<file path="src/rtl/bus_halt_seq.sv">
module bus_halt_seq #(
  parameter int ADDR_W = 24,
  parameter int DATA_W = 16,
  parameter int FC_W   = 3,
  parameter int SIZE_W = 2,
  parameter int CNT_W  = 3
) (
  input  logic              clk,
  input  logic              rst_n,
  input  logic              halt_in,
  input  logic              eng_active,
  input  logic [ADDR_W-1:0] eng_addr,
  input  logic [FC_W-1:0]   eng_fc,
  input  logic [SIZE_W-1:0] eng_size,
  input  logic              eng_rw,
  input  logic [DATA_W-1:0] eng_wdata,
  input  logic              cyc_done,
  input  logic              bus_err,
  input  logic [CNT_W-1:0]  bytes_left,
  output logic [ADDR_W-1:0] addr_o,
  output logic [FC_W-1:0]   fc_o,
  output logic [SIZE_W-1:0] size_o,
  output logic              rw_o,
  output logic [DATA_W-1:0] data_o,
  output logic              data_oe,
  output logic              as_n,
  output logic              ds_n,
  output logic              halted,
  output logic              retry,
  output logic              berr_exc,
  output logic              irq_ok
);

  logic              sync1, sync2;
  logic              halted_q, retry_pend, retry_q, berr_q;
  logic [ADDR_W-1:0] addr_q;
  logic [FC_W-1:0]   fc_q;
  logic [SIZE_W-1:0] size_q;
  logic              rw_q;
  logic [DATA_W-1:0] data_q;

  wire live    = !halted_q && eng_active;
  wire op_end  = cyc_done && (bytes_left == '0);

  always_ff @(posedge clk) begin
    if (!rst_n) begin
      sync1      <= 1'b0;
      sync2      <= 1'b0;
      halted_q   <= 1'b0;
      retry_pend <= 1'b0;
      retry_q    <= 1'b0;
      berr_q     <= 1'b0;
      addr_q     <= '0;
      fc_q       <= '0;
      size_q     <= '0;
      rw_q       <= 1'b1;
      data_q     <= '0;
    end else begin
      sync1   <= halt_in;
      sync2   <= sync1;
      retry_q <= 1'b0;
      berr_q  <= 1'b0;
      if (!halted_q) begin
        if (eng_active) begin
          addr_q <= eng_addr;
          fc_q   <= eng_fc;
          size_q <= eng_size;
          rw_q   <= eng_rw;
          data_q <= eng_wdata;
          if (bus_err) begin
            if (sync2) begin
              halted_q   <= 1'b1;
              retry_pend <= 1'b1;
            end else begin
              berr_q <= 1'b1;
            end
          end else if (sync2 && op_end) begin
            halted_q <= 1'b1;
          end
        end else if (sync2) begin
          halted_q <= 1'b1;
        end
      end else if (!sync2) begin
        halted_q   <= 1'b0;
        retry_q    <= retry_pend;
        retry_pend <= 1'b0;
      end
    end
  end

  assign addr_o   = live ? eng_addr  : addr_q;
  assign fc_o     = live ? eng_fc    : fc_q;
  assign size_o   = live ? eng_size  : size_q;
  assign rw_o     = live ? eng_rw    : rw_q;
  assign data_o   = live ? eng_wdata : data_q;
  assign data_oe  = live && !eng_rw;
  assign as_n     = !live;
  assign ds_n     = !live;
  assign halted   = halted_q;
  assign retry    = retry_q;
  assign berr_exc = berr_q;
  assign irq_ok   = !halted_q;

  p_data_hiz_r3: assert property (@(posedge clk) disable iff (!rst_n)
    halted |-> !data_oe);

  p_strobes_idle_r4: assert property (@(posedge clk) disable iff (!rst_n)
    halted |-> (as_n && ds_n));

  p_addr_hold_r5: assert property (@(posedge clk) disable iff (!rst_n)
    (halted && $past(halted)) |->
      ($stable(addr_o) && $stable(fc_o) && $stable(size_o) && $stable(rw_o)));

  p_no_exc_halted_r6: assert property (@(posedge clk) disable iff (!rst_n)
    halted |-> !berr_exc);

  p_exc_pulse_r7: assert property (@(posedge clk) disable iff (!rst_n)
    berr_exc |=> !berr_exc);

  p_irq_block_r8: assert property (@(posedge clk) disable iff (!rst_n)
    halted |-> !irq_ok);

  p_retry_on_release_r9: assert property (@(posedge clk) disable iff (!rst_n)
    retry |-> (!halted && $fell(halted)));

endmodule

</file>
<file path="config.mk">
export PLATFORM = sky130hd
export DESIGN_NAME = bus_halt_seq
export DESIGN_NICKNAME = d
export VERILOG_FILES = /design/src/rtl/bus_halt_seq.sv
export SDC_FILE = /design/constraint.sdc
export NUM_CORES = 1
export LEC_CHECK = 0
export CAP_MARGIN = 15
export CORE_MARGIN = 3
export CORE_UTILIZATION = 42
export CTS_CLUSTER_SIZE = 40
export DETAILED_ROUTE_END_ITERATION = 7
export PLACE_DENSITY = 0.83
export SKIP_CTS_REPAIR_TIMING = 1
export SYNTH_ARGS = -nofsm -noshare
export SYNTH_HDL_FRONTEND = slang
export SYNTH_SLANG_ARGS = --single-unit
</file>
<file path="constraint.sdc">
create_clock -name clk -period 4 [get_ports clk]
set_input_delay 0.8 -clock clk [delete_from_list [all_inputs] [get_ports clk]]
set_output_delay 0.8 -clock clk [all_outputs]
set_load 0.01 [all_outputs]
</file>
==> results of run 1 <==
-- state kept, by name, indices dropped and copies added, names as in the netlist --
| signal | flops |
|---|---|
| berr_exc | 1 |
| addr_q | 24 |
| rw_q | 1 |
| halted | 1 |
| size_q | 2 |
| retry_pend | 1 |
| data_q | 16 |
| retry | 1 |
| sync2 | 1 |
| sync1 | 1 |
| fc_q | 3 |
-- worst paths after layout --
check                                start  slack [ns]  endpoint
worst max-delay path            eng_active        0.61      rw_o
worst min-delay path                 sync1        0.43     sync2
worst max register to register      halted        2.50      rw_q
worst min register to register       sync1        0.43     sync2
-- stage by stage --
stage	area (µm²)	total power (W)	hold WS (ns)	worst slack (ns)
after floorplan	2020	0.000683	0.412	1.61
after global placement	3130	0.000828	0.415	0.622
after detailed placement	3130	0.000831	0.419	0.615
after CTS	3220	0.00113	0.432	0.617
after global routing	3220	0.00117	0.469	0.556
final	3220	0.00111	0.427	0.614
-- layout by cell type, fill, tap and decap left out --
cell type                         instances
sky130_fd_sc_hd__a21oi_1                  1
sky130_fd_sc_hd__inv_1                    2
sky130_fd_sc_hd__nor4b_1                  1
sky130_fd_sc_hd__o311a_1                  1
sky130_fd_sc_hd__or2_1                    1
sky130_fd_sc_hd__inv_2                    1
sky130_fd_sc_hd__dfxtp_1                 52
sky130_fd_sc_hd__clkbuf_1                 2
sky130_fd_sc_hd__clkdlybuf4s50_1        107
sky130_fd_sc_hd__mux2_4                   7
sky130_fd_sc_hd__buf_4                    1
sky130_fd_sc_hd__mux2_2                  39
sky130_fd_sc_hd__clkbuf_8                 6
sky130_fd_sc_hd__nor2_1                   2
sky130_fd_sc_hd__and2_1                  47
sky130_fd_sc_hd__nor2b_4                  1
sky130_fd_sc_hd__nand3_1                  1
sky130_fd_sc_hd__o21ai_0                  1
sky130_fd_sc_hd__buf_12                   1
sky130_fd_sc_hd__and3_1                   2
-- cell type report --
type                    instances  area [µm²]
inverters                       3        11.3
well taps                      52        65.1
multi-input cells             104         912
fillers                       355        1290
repair buffers                109        1100
clock buffers                   8        90.1
flip-flops and latches         52        1040
-- layer usage --
metal / up-vias / share of wire, % / global-route usage (%)
li1: 767 / - / -
met3: 4 / 10 / 6.99
met5: - / 0 / 0
met4: 0 / 0.92 / 4.85
met2: 64 / 46 / 26.2
met1: 683 / 42 / 18.9
-- where the power goes --
group          leakage [nW]  internal [W]  switching (W)  total [W]
combinational         0.830      0.000175      0.0000870   0.000262
sequential            0.429      0.000547     0.00000710   0.000555
clock                0.0455      0.000141       0.000156   0.000297
total                  1.30      0.000864       0.000250    0.00111
-- worst reg2reg max path: stages, from the launching register on --
cell                      delay [ns]
sky130_fd_sc_hd__dfxtp_1        0.36
sky130_fd_sc_hd__nor2b_4        0.14
sky130_fd_sc_hd__buf_12         0.26
sky130_fd_sc_hd__mux2_2         0.42
sky130_fd_sc_hd__or2_1          0.21
-- cells by family after synthesis --
logic type             count (synthesis)  synth area share, %
buffers and inverters                 14                 3.71
flip-flops                            52                 51.5
multiplexers                          46                 26.9
AND/OR/NAND/NOR                       55                 16.9
AO/OA/AOI/OAI                          3                0.989
==> reports/summary.txt, run 1 <==
Antenna cells: 0
DRC violations left: 0
CP max stage cell: sky130_fd_sc_hd__clkdlybuf4s50_1
Number of stages on the worst setup path: 5
Total number of clock tree sinks: 52
Core footprint: 0.00450 mm²
Stage delay of the slowest cell on the critical path: 0.50 ns
Cell mode on critical path: sky130_fd_sc_hd__clkdlybuf4s50_1
Slew HR: 58.1%
Kind of capture point of the worst setup path: output pin
Clock period minus final worst setup slack: 3.39 ns
Worst Reg2Reg Path Length in Cells: 4
Post-synthesis average cell area: 11.9 µm²
Placer congestion estimate: 0.671
Antenna Violating Nets Remaining: 0
Boundary pin count: 108
Leakage power figure: 1.30 nW
Number of enable flip-flop cells after synthesis: 0
Max-slew violations: 0
Non-filler cells, final: 328
Layout-stage area growth over the synthesis result: 59.1%
Net count, final: 330
Worst path arrival time: 2.59 ns
FMAX: 295 MHz
CTS clk-pin slew, worst paths: 0.09 ns
Classification of the worst-slack hold path: reg -> reg
Count of standard-cell rows: 24
Starting Density: 44.9%
Number of antenna violations at the first check in global routing: 0
Critical path peak fanout: 49
Total GRT Usage: 16.0%
Async S/R FF share, synth: 0%
Final worst clock skew: 0.00833 ns
Final period util: 84.7%
Clock latency on the worst-skew pair: 0.29 ns
Area of the die: 0.00569 mm²
Post-DR wirelength/cell: 13.5 µm
Critical path's top delay family: buffers and inverters
Buffers plus inverters on the worst setup path: 3
Buffer cell driving the clock tree root: sky130_fd_sc_hd__clkbuf_8
Maximum vdd ir drop: 275 µV
Synthesis-stage register bit count: 52
Ordered cell list for the critical path: clkdlybuf4s50_1, nor2b_4, buf_12, mux2_2, clkdlybuf4s50_1
Global route total overflow: 0
Total count of hold-check failures in the final report: 0
Die outline width: 75.4 µm
Final number of setup-violating endpoints: 0
Detailed placement HPWL: 3.29 mm
Post-synthesis instance area: 0.00202 mm²
Number of iterations in the first detailed-routing pass: 4
Routed via count divided by cell count: 4.63
Setup repair after global routing missed its margin: false
Sum of routed wire length over all layers: 4.44 mm
Setup total negative slack: 0 ns
Post-Synthesis Cells: 170
Critical path launch point type: input port
Core Util, Final: 71.4%
Cells taking the most area after synthesis: sky130_fd_sc_hd__dfxtp_1 (51%), sky130_fd_sc_hd__mux2_2 (22%), sky130_fd_sc_hd__and2_1 (15%), sky130_fd_sc_hd__mux2_4 (5.2%), sky130_fd_sc_hd__buf_6 (1.1%)
Setup CP Type: in -> out
Data required time at the worst endpoint: 3.20 ns
CTS buffer count: 5
Number of placed cells counting well taps: 320
Largest net degree at the start of global routing: 50
Most common cell in the netlist: sky130_fd_sc_hd__dfxtp_1
Worst Max-Slew Pin Slew: 0.627 ns
Most instantiated flip-flop cell in the synthesis netlist: sky130_fd_sc_hd__dfxtp_1
Hold path depth: 1
TritonCTS clock tree: done
Cell taking the most area after synthesis: sky130_fd_sc_hd__dfxtp_1
Sequential fraction of the synthesis area: 51.5%
Vias in the first global route: 1543
Vert. Die Dim: 75.4 µm
Total number of vias: 1518
Top cell type's share of synthesized area: 51.5%
Number of distinct library cells after synthesis: 19
Warning count from the yosys run: 0
Share of layout cells above drive strength 1: 20.3%
First-pass GRT wire length: 6.88 mm
Input/output buffers: 107
Power density over cell area: 346 mW/mm²
Count of H-tree levels built during CTS: 2
Max Cap Violations: 0
Number of DRC markers after the initial detailed-route iteration: 32
Synthesized net count: 225
Result of the run: complete, no violations
Leading cell types by count after synthesis: sky130_fd_sc_hd__dfxtp_1 (52), sky130_fd_sc_hd__and2_1 (47), sky130_fd_sc_hd__mux2_2 (39), sky130_fd_sc_hd__mux2_4 (7), sky130_fd_sc_hd__clkbuf_1 (5)
Longest Clk Path Bufs: 2
(Power assumes the default switching activity.)
==> run 2, diff against run 1 <==
Settings changed: CORE_UTILIZATION 42 to 35, PLACE_DENSITY 0.83 to 0.74.
Clock period 4 ns to 3.1 ns, I/O delays scaled along.
==> reports/summary.txt, run 2 (synthesized netlist as in run 1, its figures left out) <==
Kind of capture point of the worst setup path: output pin
Number of iterations in the first detailed-routing pass: 3 (-1)
Number of antenna violations at the first check in global routing: 0 (unchanged)
Buffer cell driving the clock tree root: sky130_fd_sc_hd__clkbuf_8
Clock latency on the worst-skew pair: 0.30 ns (about the same)
Antenna Violating Nets Remaining: 0 (unchanged)
Setup total negative slack: 0 ns (unchanged)
Max Cap Violations: 0 (unchanged)
Longest Clk Path Bufs: 2 (unchanged)
Total number of clock tree sinks: 52 (unchanged)
Worst path arrival time: 2.40 ns (-0.19 ns)
Most frequent cells in the layout: sky130_fd_sc_hd__clkdlybuf4s50_1 (107), sky130_fd_sc_hd__dfxtp_1 (52), sky130_fd_sc_hd__and2_1 (47), sky130_fd_sc_hd__mux2_2 (39), sky130_fd_sc_hd__mux2_4 (7)
Input/output buffers: 107 (unchanged)
Global route total overflow: 0 (unchanged)
Leakage power figure: 1.34 nW (+2.5%)
FILL cells: 491 (+38%)
CP max stage cell: sky130_fd_sc_hd__clkdlybuf4s50_1
Core footprint: 0.00554 mm² (+23%)
Critical path peak fanout: 17 (-65%)
Ordered cell list for the critical path: clkdlybuf4s50_1, nor2b_4, buf_12, mux2_2, clkdlybuf4s50_1
Result of the run: complete, no violations
Post-layout total power: 0.00153 W (+37%)
Power density over cell area: 460 mW/mm² (+33%)
Number of flip-flops under the largest register name: 24 (unchanged)
Vert. Die Dim: 82.0 µm (+8.8%)
Setup CP Type: in -> out
FMAX: 331 MHz
Count of standard-cell rows: 27 (+13%)
Worst Max-Slew Pin Slew: 0.433 ns (-0.195 ns)
Vias in the first global route: 1520 (-1.5%)
Area of the die: 0.00673 mm² (+18%)
Setup repair after global routing missed its margin: false
Total count of hold-check failures in the final report: 0 (unchanged)
Final worst clock skew: 0.00792 ns (-0.000419 ns)
Slew HR: 70.8% (+13 points)
Detailed placement HPWL: 3.52 mm (+7.0%)
Total number of vias: 1532 (+0.92%)
Stage delay of the slowest cell on the critical path: 0.49 ns (about the same)
Boundary pin count: 108 (unchanged)
Number of DRC markers after the initial detailed-route iteration: 28 (-13%)
CTS buffer count: 5 (unchanged)
First-pass GRT wire length: 7.13 mm (+3.7%)
Cell mode on critical path: sky130_fd_sc_hd__clkdlybuf4s50_1
Layout-stage area growth over the synthesis result: 63.7%
Data required time at the worst endpoint: 2.48 ns (-0.72 ns)
Routed via count divided by cell count: 4.36 (-5.7%)
Most common library cell in the layout ignoring fill and taps: sky130_fd_sc_hd__clkdlybuf4s50_1
Placer congestion estimate: 0.660 (-1.7%)
Starting Density: 36.5% (-8.4 points)
Final number of setup-violating endpoints: 0 (unchanged)
Antenna cells: 0 (unchanged)
Post-DR wirelength/cell: 13.2 µm (-2.0%)
DRC violations left: 0 (unchanged)
CTS clk-pin slew, worst paths: 0.09 ns (about the same)
Clock period minus final worst setup slack: 3.02 ns
Total GRT Usage: 13.9% (-2.1 points)
Final period util: 97.3%
Classification of the worst-slack hold path: reg -> reg
Die outline width: 82.0 µm (+8.8%)
Largest net degree at the start of global routing: 21 (-58%)
Max-slew violations: 0 (unchanged)
Net count, final: 333 (+0.91%)
Sum of routed wire length over all layers: 4.65 mm (+4.8%)
Maximum vdd ir drop: 255 µV (-7.6%)
Share of layout cells above drive strength 1: 21.9% (+1.6 points)
Critical path launch point type: input port
TritonCTS clock tree: done
Count of H-tree levels built during CTS: 2 (unchanged)
Top flop regs: addr_q (24), data_q (16), fc_q (3)
Most flop-heavy register: addr_q
## run 2: power by group
part           internal, W  leakage (nW)  switching, W  total [W]
logic             0.000232         0.854      0.000116   0.000349
registers         0.000706         0.429    0.00000900   0.000715
clock network     0.000239        0.0541      0.000222   0.000461
## run 2: cell type report
| cell class | instances | area (µm²) | share of cell area [%] |
|---|---|---|---|
| clock inverters | 3 | 42.5 | 1.28 |
| multi-input cells | 104 | 912 | 27.5 |
| flip-flops and latches | 52 | 1040 | 31.4 |
| repair buffers | 112 | 1150 | 34.6 |
| inverters | 3 | 11.3 | 0.340 |
| well taps | 72 | 90.1 | 2.72 |
| clock buffers | 5 | 68.8 | 2.08 |
## run 2: per-layer routing
metal	GRT usage, %	routed length (µm)	vias up
met1	17.0	1970	689
met3	6.03	511	5
met2	22.1	2120	63
li1	-	-	775
met4	3.99	49	0
met5	0	0	-
## run 2: critical path, delay by kind of cell
| family | cells | cell delay [ns] |
|---|---|---|
| buf+inv | 3 | 1.16 |
| mux | 1 | 0.35 |
| simple gates | 1 | 0.26 |
## run 2: worst paths after layout
| kind | from | cells past startpoint | slack [ns] | end |
|---|---|---|---|---|
| setup reg to reg | halted | 4 | 1.63 | rw_q |
| setup / recovery | eng_active | 5 | 0.08 | data_o[10] |
| hold reg to reg | sync1 | 1 | 0.44 | sync2 |
| hold / removal | sync1 | 1 | 0.44 | sync2 |
## run 2: metrics by stage
step	std cells	cell area, µm²	hold slack [ns]	setup slack [ns]	utilization, %
final	351	3310	0.440	0.0822	59.8
after global routing	351	3310	0.473	0.0353	59.8
after CTS	351	3310	0.445	0.0674	59.8
after detailed placement	343	3200	0.423	0.0804	57.8
after global placement	343	3200	0.415	0.101	57.8
after floorplan	170	2020	0.412	1.07	-
==> run 3, diff against run 2 <==
Settings changed: CORE_MARGIN 3 to 5.
==> reports/summary.txt, run 3 (synthesized netlist as in run 1, its figures left out) <==
Result of the run: complete, no violations
Placer congestion estimate: 0.701 (+6.2%)
Core footprint: 0.00557 mm² (+0.61%)
Antenna cells: 0 (unchanged)
Worst Max-Slew Pin Slew: 0.495 ns (+0.0626 ns)
DRC violations left: 0 (unchanged)
Die outline width: 86.0 µm (+4.9%)
Ordered cell list for the critical path: clkdlybuf4s50_1, nor2b_4, buf_12, mux2_2, clkdlybuf4s50_1
Boundary pin count: 108 (unchanged)
Number of iterations in the first detailed-routing pass: 4 (+1)
Total number of clock tree sinks: 52 (unchanged)
Number of antenna violations at the first check in global routing: 0 (unchanged)
Max-slew violations: 0 (unchanged)
Leakage power figure: 1.33 nW (-0.65%)
CTS clk-pin slew, worst paths: 0.09 ns (about the same)
Kind of capture point of the worst setup path: output pin
Antenna Violating Nets Remaining: 0 (unchanged)
Critical path launch point type: input port
Post-DR wirelength/cell: 13.9 µm (+5.1%)
Setup repair after global routing missed its margin: false
Critical path peak fanout: 21 (+4)
CTS buffer count: 5 (unchanged)
Final period util: 97.4% (about the same)
Final worst clock skew: 0.00166 ns (-0.00626 ns)
CP max stage cell: sky130_fd_sc_hd__clkdlybuf4s50_1
Layout-stage area growth over the synthesis result: 62.6%
Stage delay of the slowest cell on the critical path: 0.50 ns (about the same)
Slew HR: 66.9% (-3.9 points)
Clock latency on the worst-skew pair: 0.29 ns (about the same)
Worst path arrival time: 2.40 ns (about the same)
Power density over cell area: 441 mW/mm² (-4.2%)
Share of layout cells above drive strength 1: 21.1% (-0.72 points)
Detailed placement HPWL: 3.80 mm (+7.9%)
Most common library cell in the layout ignoring fill and taps: sky130_fd_sc_hd__clkdlybuf4s50_1
Final number of setup-violating endpoints: 0 (unchanged)
Sum of routed wire length over all layers: 4.89 mm (+5.1%)
Longest Clk Path Bufs: 2 (unchanged)
Number of DRC markers after the initial detailed-route iteration: 38 (+36%)
FILL cells: 524 (+6.7%)
Routed via count divided by cell count: 4.38 (+0.33%)
Cell mode on critical path: sky130_fd_sc_hd__clkdlybuf4s50_1
Setup CP Type: in -> out
Most flop-heavy register: addr_q
Input/output buffers: 107 (unchanged)
Total count of hold-check failures in the final report: 0 (unchanged)
Clock period minus final worst setup slack: 3.02 ns (+0.00257 ns)
Classification of the worst-slack hold path: reg -> reg
Most frequent cells in the layout: sky130_fd_sc_hd__clkdlybuf4s50_1 (107), sky130_fd_sc_hd__dfxtp_1 (52), sky130_fd_sc_hd__and2_1 (47), sky130_fd_sc_hd__mux2_2 (39), sky130_fd_sc_hd__mux2_4 (7)
Largest net degree at the start of global routing: 22 (+4.8%)
Non-filler cells, final: 351 (unchanged)
Setup total negative slack: 0 ns (unchanged)
Buffer cell driving the clock tree root: sky130_fd_sc_hd__clkbuf_8
Vias in the first global route: 1573 (+3.5%)
First-pass GRT wire length: 7.93 mm (+11%)
TritonCTS clock tree: done
Global route total overflow: 0 (unchanged)
Vert. Die Dim: 86.0 µm (+4.9%)
Area of the die: 0.00740 mm² (+10%)
Maximum vdd ir drop: 191 µV (-25%)
Number of placed cells counting well taps: 343 (unchanged)
FMAX: 331 MHz (about the same)
Count of standard-cell rows: 27 (unchanged)
Number of flip-flops under the largest register name: 24 (unchanged)
Total number of vias: 1537 (+0.33%)
Top flop regs: addr_q (24), data_q (16), fc_q (3)
Count of H-tree levels built during CTS: 2 (unchanged)
Starting Density: 36.3% (-0.22 points)
Total GRT Usage: 13.6% (-0.33 points)
Net count, final: 333 (unchanged)
Data required time at the worst endpoint: 2.48 ns (about the same)
Max Cap Violations: 0 (unchanged)
## run 3: cell count changes in the layout (fill, tap and decap cells not counted)
cell,change
sky130_fd_sc_hd__clkbuf_8,+1
sky130_fd_sc_hd__clkbuf_1,+2
sky130_fd_sc_hd__clkinv_2,-1
sky130_fd_sc_hd__clkinvlp_4,-1
sky130_fd_sc_hd__bufinv_16,-1
## run 3: cell type report
| type | count | area (µm²) | share of cell area, % |
|---|---|---|---|
| multi-input cells | 104 | 912 | 27.7 |
| clock buffers | 8 | 90.1 | 2.74 |
| inverters | 3 | 11.3 | 0.342 |
| well taps | 72 | 90.1 | 2.74 |
| flip-flops and latches | 52 | 1040 | 31.6 |
| repair buffers | 112 | 1150 | 34.8 |
## run 3: report_power, final
group | internal [W] | total [W] | switching (W)
registers | 0.000706 | 0.000715 | 0.00000883
clock network | 0.000182 | 0.000388 | 0.000205
logic | 0.000232 | 0.000349 | 0.000117
total | 0.00112 | 0.00145 | 0.000331
## run 3: final timing paths
kind	from	to	slack [ns]	cells after the start
worst max register to register	halted	rw_q	1.63	4
worst min register to register	sync1	sync2	0.44	1
worst max-delay path	eng_active	addr_o[11]	0.08	5
worst min-delay path	sync1	sync2	0.44	1
## run 3: per-layer routing
layer  up-vias  share of wire, %  routed length (µm)  global-route usage [%]
met3         4               9.9                 486                    5.86
met5         -                 0                   0                       0
met4         0              0.53                  26                    3.02
met2        58                48                2350                    22.2
met1       700                41                2030                    16.5
li1        775                 -                   -                       -
## run 3: worst max-delay path: cells and delay by family
family | cells | cell delay (ns)
and+or+nand+nor | 1 | 0.25
buffers and inverters | 3 | 1.18
muxes | 1 | 0.36
## run 3: metrics by stage
step                utilization, %  setup slack, ns  hold slack [ns]  cell area, µm²  power (W)
CTS                           59.0           0.0640            0.446            3290    0.00148
global route                  59.0           0.0348            0.483            3290    0.00153
floorplan                        -             1.07            0.412            2020   0.000881
detailed placement            57.4           0.0751            0.424            3200    0.00109
global placement              57.4           0.0959            0.415            3200    0.00108
finish                        59.0           0.0796            0.441            3290    0.00145
